--- config.mk ---
export PLATFORM = sky130hd
export DESIGN_NAME = bus_grant_ctrl
export DESIGN_NICKNAME = d
export VERILOG_FILES = /design/src/rtl/bgc_pkg.sv /design/src/rtl/bgc_rst_sync.sv /design/src/rtl/bgc_sample.sv /design/src/rtl/bgc_fsm.sv /design/src/rtl/bgc_float.sv /design/src/rtl/bus_grant_ctrl.sv
export SDC_FILE = /design/constraint.sdc
export NUM_CORES = 1
export LEC_CHECK = 0
export BUFFER_PORTS_ARGS = -buffer_cell sky130_fd_sc_hd__buf_2
export CORE_MARGIN = 2
export CORE_UTILIZATION = 35
export DETAILED_ROUTE_END_ITERATION = 8
export PLACE_DENSITY = 0.7
export SLEW_MARGIN = 20
export SYNTH_ARGS = -nofsm -noshare
export SYNTH_HDL_FRONTEND = slang
export SYNTH_HIERARCHICAL = 1
export SYNTH_SLANG_ARGS = --single-unit
--- constraint.sdc ---
create_clock -name clk -period 0.8 [get_ports clk]
set_input_delay 0 -clock clk [delete_from_list [all_inputs] [get_ports clk]]
set_output_delay 0 -clock clk [all_outputs]
set_load 0.005 [all_outputs]
--- src/rtl/bgc_pkg.sv ---
package bgc_pkg;
  typedef enum logic [1:0] {
    ST_IDLE  = 2'd0,
    ST_PEND  = 2'd1,
    ST_GRANT = 2'd2,
    ST_REL   = 2'd3
  } bgc_state_e;
endpackage

--- src/rtl/bgc_rst_sync.sv ---
module bgc_rst_sync #(
  parameter int STAGES = 2
) (
  input  logic clk,
  input  logic rst_n,
  output logic rst_sync_n
);
  logic [STAGES-1:0] sync_q;

  always_ff @(posedge clk or negedge rst_n) begin
    if (!rst_n) sync_q <= '0;
    else        sync_q <= {sync_q[STAGES-2:0], 1'b1};
  end

  assign rst_sync_n = sync_q[STAGES-1];
endmodule

--- src/rtl/bgc_sample.sv ---
module bgc_sample (
  input  logic t_tick,
  input  logic last_t,
  input  logic breq_n,
  output logic take_req,
  output logic seen_free
);
  always_comb begin
    take_req  = t_tick & last_t & ~breq_n;
    seen_free = t_tick & breq_n;
  end
endmodule

--- src/rtl/bgc_fsm.sv ---
module bgc_fsm
  import bgc_pkg::*;
(
  input  logic clk,
  input  logic rst_n,
  input  logic t_tick,
  input  logic take_req,
  input  logic seen_free,
  output logic float_req,
  output logic back_n,
  output logic stall,
  output logic resume
);
  bgc_state_e st_q, st_nxt;
  logic       st_en;
  logic       back_n_nxt, stall_nxt, resume_nxt;

  always_comb begin
    st_nxt = st_q;
    unique case (st_q)
      ST_IDLE:  if (take_req)  st_nxt = ST_PEND;
      ST_PEND:  if (t_tick)    st_nxt = ST_GRANT;
      ST_GRANT: if (seen_free) st_nxt = ST_REL;
      ST_REL:   if (t_tick)    st_nxt = ST_IDLE;
      default:                 st_nxt = ST_IDLE;
    endcase
    st_en      = (st_nxt != st_q);
    float_req  = (st_nxt == ST_GRANT) || (st_nxt == ST_REL);
    back_n_nxt = ~float_req;
    stall_nxt  = (st_nxt != ST_IDLE);
    resume_nxt = (st_q == ST_REL) && t_tick;
  end

  always_ff @(posedge clk or negedge rst_n) begin
    if (!rst_n)     st_q <= ST_IDLE;
    else if (st_en) st_q <= st_nxt;
  end

  always_ff @(posedge clk or negedge rst_n) begin
    if (!rst_n) begin
      back_n <= 1'b1;
      stall  <= 1'b0;
      resume <= 1'b0;
    end else begin
      back_n <= back_n_nxt;
      stall  <= stall_nxt;
      resume <= resume_nxt;
    end
  end


  pend_wait_chk: assert property (@(posedge clk) disable iff (!rst_n)
    (st_q == ST_PEND && !t_tick) |=> (back_n && st_q == ST_PEND));

  pend_grant_chk: assert property (@(posedge clk) disable iff (!rst_n)
    (st_q == ST_PEND && t_tick) |=> !back_n);

  idle_ignore_chk: assert property (@(posedge clk) disable iff (!rst_n)
    (st_q == ST_IDLE && !take_req) |=> (back_n && !stall));

  release_chk: assert property (@(posedge clk) disable iff (!rst_n)
    (st_q == ST_REL && t_tick) |=> (back_n && resume));

  resume_pulse_chk: assert property (@(posedge clk) disable iff (!rst_n)
    resume |=> !resume);

  stall_cover_chk: assert property (@(posedge clk) disable iff (!rst_n)
    !back_n |-> stall);
endmodule

--- src/rtl/bgc_float.sv ---
module bgc_float #(
  parameter int ADDR_W   = 16,
  parameter int DATA_W   = 8,
  parameter int N_STROBE = 5
) (
  input  logic                clk,
  input  logic                rst_n,
  input  logic                float_req,
  output logic [ADDR_W-1:0]   addr_oe,
  output logic [DATA_W-1:0]   data_oe,
  output logic [N_STROBE-1:0] strb_oe
);
  localparam int N_ALL = ADDR_W + DATA_W + N_STROBE;

  logic [N_ALL-1:0] oe_q;

  for (genvar i = 0; i < N_ALL; i++) begin : g_oe
    always_ff @(posedge clk or negedge rst_n) begin
      if (!rst_n) oe_q[i] <= 1'b1;
      else        oe_q[i] <= ~float_req;
    end
  end

  assign addr_oe = oe_q[ADDR_W-1:0];
  assign data_oe = oe_q[ADDR_W +: DATA_W];
  assign strb_oe = oe_q[ADDR_W+DATA_W +: N_STROBE];


  oe_uniform_chk: assert property (@(posedge clk) disable iff (!rst_n)
    (&oe_q) || (~|oe_q));
endmodule

--- src/rtl/bus_grant_ctrl.sv ---
module bus_grant_ctrl #(
  parameter int ADDR_W   = 16,
  parameter int DATA_W   = 8,
  parameter int N_STROBE = 5,
  parameter int RST_STG  = 2
) (
  input  logic                clk,
  input  logic                rst_n,
  input  logic                t_tick,
  input  logic                last_t,
  input  logic                breq_n,
  output logic                back_n,
  output logic [ADDR_W-1:0]   addr_oe,
  output logic [DATA_W-1:0]   data_oe,
  output logic [N_STROBE-1:0] strb_oe,
  output logic                stall,
  output logic                resume
);
  logic rst_sync_n;
  logic take_req, seen_free, float_req;

  bgc_rst_sync #(.STAGES(RST_STG)) u_rst (
    .clk(clk), .rst_n(rst_n), .rst_sync_n(rst_sync_n)
  );

  bgc_sample u_sample (
    .t_tick(t_tick), .last_t(last_t), .breq_n(breq_n),
    .take_req(take_req), .seen_free(seen_free)
  );

  bgc_fsm u_fsm (
    .clk(clk), .rst_n(rst_sync_n), .t_tick(t_tick),
    .take_req(take_req), .seen_free(seen_free),
    .float_req(float_req), .back_n(back_n), .stall(stall), .resume(resume)
  );

  bgc_float #(.ADDR_W(ADDR_W), .DATA_W(DATA_W), .N_STROBE(N_STROBE)) u_float (
    .clk(clk), .rst_n(rst_sync_n), .float_req(float_req),
    .addr_oe(addr_oe), .data_oe(data_oe), .strb_oe(strb_oe)
  );


  drive_on_chk: assert property (@(posedge clk) disable iff (!rst_sync_n)
    back_n |-> ((&addr_oe) && (&data_oe) && (&strb_oe)));

  drive_off_chk: assert property (@(posedge clk) disable iff (!rst_sync_n)
    !back_n |-> (!(|addr_oe) && !(|data_oe) && !(|strb_oe)));

  no_grant_without_tick_chk: assert property (@(posedge clk) disable iff (!rst_sync_n)
    (!t_tick && back_n) |=> back_n);
endmodule

==> run summary <==
Status: complete, but fails checks
Failing checks: negative setup slack
Vias/cell: 4.11
Slowest CP cell: dfstp_4
First-pass GRT wire length: 979 um
Crit path DAT: 1.12 ns
Post-Synth Simple-Gate Area: 7.02%
Async S/R FF share, synth: 100%
Clock slew at reported path FFs: 0.06 ns
Starting Density: 38.7%
CP Max Fanout: 14
Post-synthesis sequential area ratio: 39.2%
Top-count cell post-synth: buf_4
VDD IR max: 1.44 mV
EDFF count, synth: 0
Port Buf Inserts: 36
Ant diodes: 0
TritonCTS Buffers: 3
WL/cell: 9.31 um
Synth cell types: 16
MaxCap Viol Count: 0
Post-Route Utilization: 49.9%
Nets@finish: 74
Final slew viol count: 0
Main synth FF type: dfrtp_1
R2R Path End: u_fsm/st_q[0]
TritonCTS clock tree: built
Synthesized area: 517 um^2
Worst reg2reg path startpoint: u_fsm/st_q[1]
Largest family of logic cells by synthesized area: buffers and inverters
Fillers: 129
Final setup fails: 36
Syn_nets: 55
Worst-Skew Late Latency: 0.25 ns
Detailed placement HPWL: 546 um
R2R depth: 2
DRT antenna net count: 0
Die Y: 42.4 um
Via count: 341
Die Area: 1800 um^2
Gr usage total: 7.93%
Core area: 1330 um^2
RSZ-0062 raised after global routing: yes
Setup CP Type: reg -> out
Clock skew: 0.0101 ns
PwrDens: 4410 nW/um^2
Row count: 13
Syn_area_per_cell: 10.3 um^2
Pre-CTS setup slack: -0.173 ns
Final worst path period share: 140%
Grt ovf: 0
Vias in the first global route: 235
Min Tclk post-route: 1.12 ns
Leak Pwr: 0.000358 uW
Multi-input gate area: 140 um^2
Area Growth Syn to Fin: 28.8%
Startpoint Class: flip-flop
Worst endpoint required time: 0.80 ns
Yosys warnings: 6
Worst Hold Class: in -> async
# clock sinks: 8
Fin worst setup slack: -0.322 ns
Largest net degree at the start of global routing: 30
Die width: 42.4 um
Adder-cell share of the synthesized area: 0%
Flop-to-flop setup slack: -0.20 ns
Final hold vios: 0
TritonRoute pass-1 iters: 4
Drt drc: 0
CTS H-tree depth: 1
Cells after synthesis: 50
Post-synth top cells: buf_4, dfrtp_1, dfstp_2, xnor2_1
DRC violation total after the first TritonRoute iteration: 3
Initial antenna violation count: 0
Max Freq: 891 MHz
Critical-path cell list: buf_6 -> buf_2
Register area: 208 um^2
Mux cell area share after synthesis: 2.91%
Routed WL: 773 um
XOR/XNOR Fraction of Synth Area: 5.08%
Register bit total from synthesis: 8
Max clock buf depth: 2
Layout cells sized above 1: 82.4%
IO Count: 37
Largest stage delay on the critical path: 0.63 ns
Compound-gate portion of the synthesized area: 1.45%
Largest area contributor in the netlist: buf_4
Clock Tree Root: clkbuf_4
CP Capture Type: output pin
Top cell type's share of synthesized area: 40.7%
Top post-synthesis cells by area: buf_4, dfrtp_1, dfstp_2
Final Wtd Congestion: 0.668
worst max-delay path by stage:
| stage | from | to |
|---|---|---|
| 6_report | u_float/addr_oe[14] | addr_oe[14] |
| 5_1_grt | u_float/addr_oe[14] | addr_oe[10] |
| 4_1_cts | u_float/addr_oe[14] | data_oe[5] |
| 3_5_place_dp | u_fsm/st_q[1] | u_fsm/st_q[0] |
| 3_3_place_gp | u_fsm/st_q[1] | u_fsm/st_q[0] |
| 2_1_floorplan | u_fsm/st_q[1] | u_fsm/st_q[0] |
power by group:
| group | switching [uW] | internal, uW |
|---|---|---|
| logic | 767 | 1100 |
| registers | 128 | 615 |
| clock network | 131 | 190 |
layout make-up:
type,count,area share (%)
Timing Repair Buffer,43,40.4
Sequential cell,8,31.2
Multi-Input combinational cell,12,21.1
Clock buffer,4,3.95
Tap cell,15,2.82
Inverter,1,0.564
worst max-delay path, delay by kind of cell (launching register included):
family / cells / cell delay, ns
buf+inv: 2 / 0.24
flops: 1 / 0.63
registers in the layout, summed over array words and instances (netlist names):
| signal | cells |
|---|---|
| u_fsm/st_q | 2 |
| u_rst/sync_q | 2 |
| u_float/addr_oe | 1 |
| u_fsm/back_n | 1 |
| u_fsm/resume | 1 |
| u_fsm/stall | 1 |
per-stage QoR:
step	hold WS (ns)	setup TNS, ns	cell area, um^2	power (uW)	cells
after floorplan	-0.296	-5.24	626	2810	50
after global placement	-0.214	-1.34	520	2010	75
after detailed placement	-0.212	-1.88	520	2040	75
after CTS	0.0549	-10.28	613	2660	81
after global routing	0.0699	-11.47	666	3150	83
final	0.0646	-9.84	666	2930	83
cells in the final DEF (no fill, tap or decap):
master	n
and3_4	1
mux2_4	1
buf_8	1
buf_6	3
dfrtp_1	5
xor2_1	1
dfstp_2	1
inv_1	1
nand2_2	1
xnor2_2	1
and3b_1	1
dfrtp_2	1
clkbuf_1	1
nor3_4	1
dlygate4sd3_1	1
conb_1	1
and2_2	1
buf_12	1
xnor2_4	1
dfstp_4	1
nor2_4	1
clkbuf_4	3
o21a_1	1
buf_2	35
buf_4	2
routing by layer:
layer  share of wire, %  vias up  global-route usage [%]
met5                  0        -                       0
met4                  0        0                    5.63
met3                 13        0                    4.31
met2                 57       26                    14.5
met1                 30      154                    6.12
li1                   -      161                       -
cell families after synthesis:
logic type,after synthesis
buffers and inverters,30
DFF,8
and+or+nand+nor,6
xor gates and xnor gates,3
AOI/OAI and AO/OA,1
muxes,1
other,1
repair_timing:
action | 4_1_cts | 5_1_grt
hold buffers | 1 | 0
setup endpoints to repair | 36 | 36
resized for setup | 8 | 8
endpoints found under the hold margin | 2 | 0
setup buffers | 1 | 2
pin swaps | 4 | 2
Note: power is estimated with default switching activity, not from simulation.
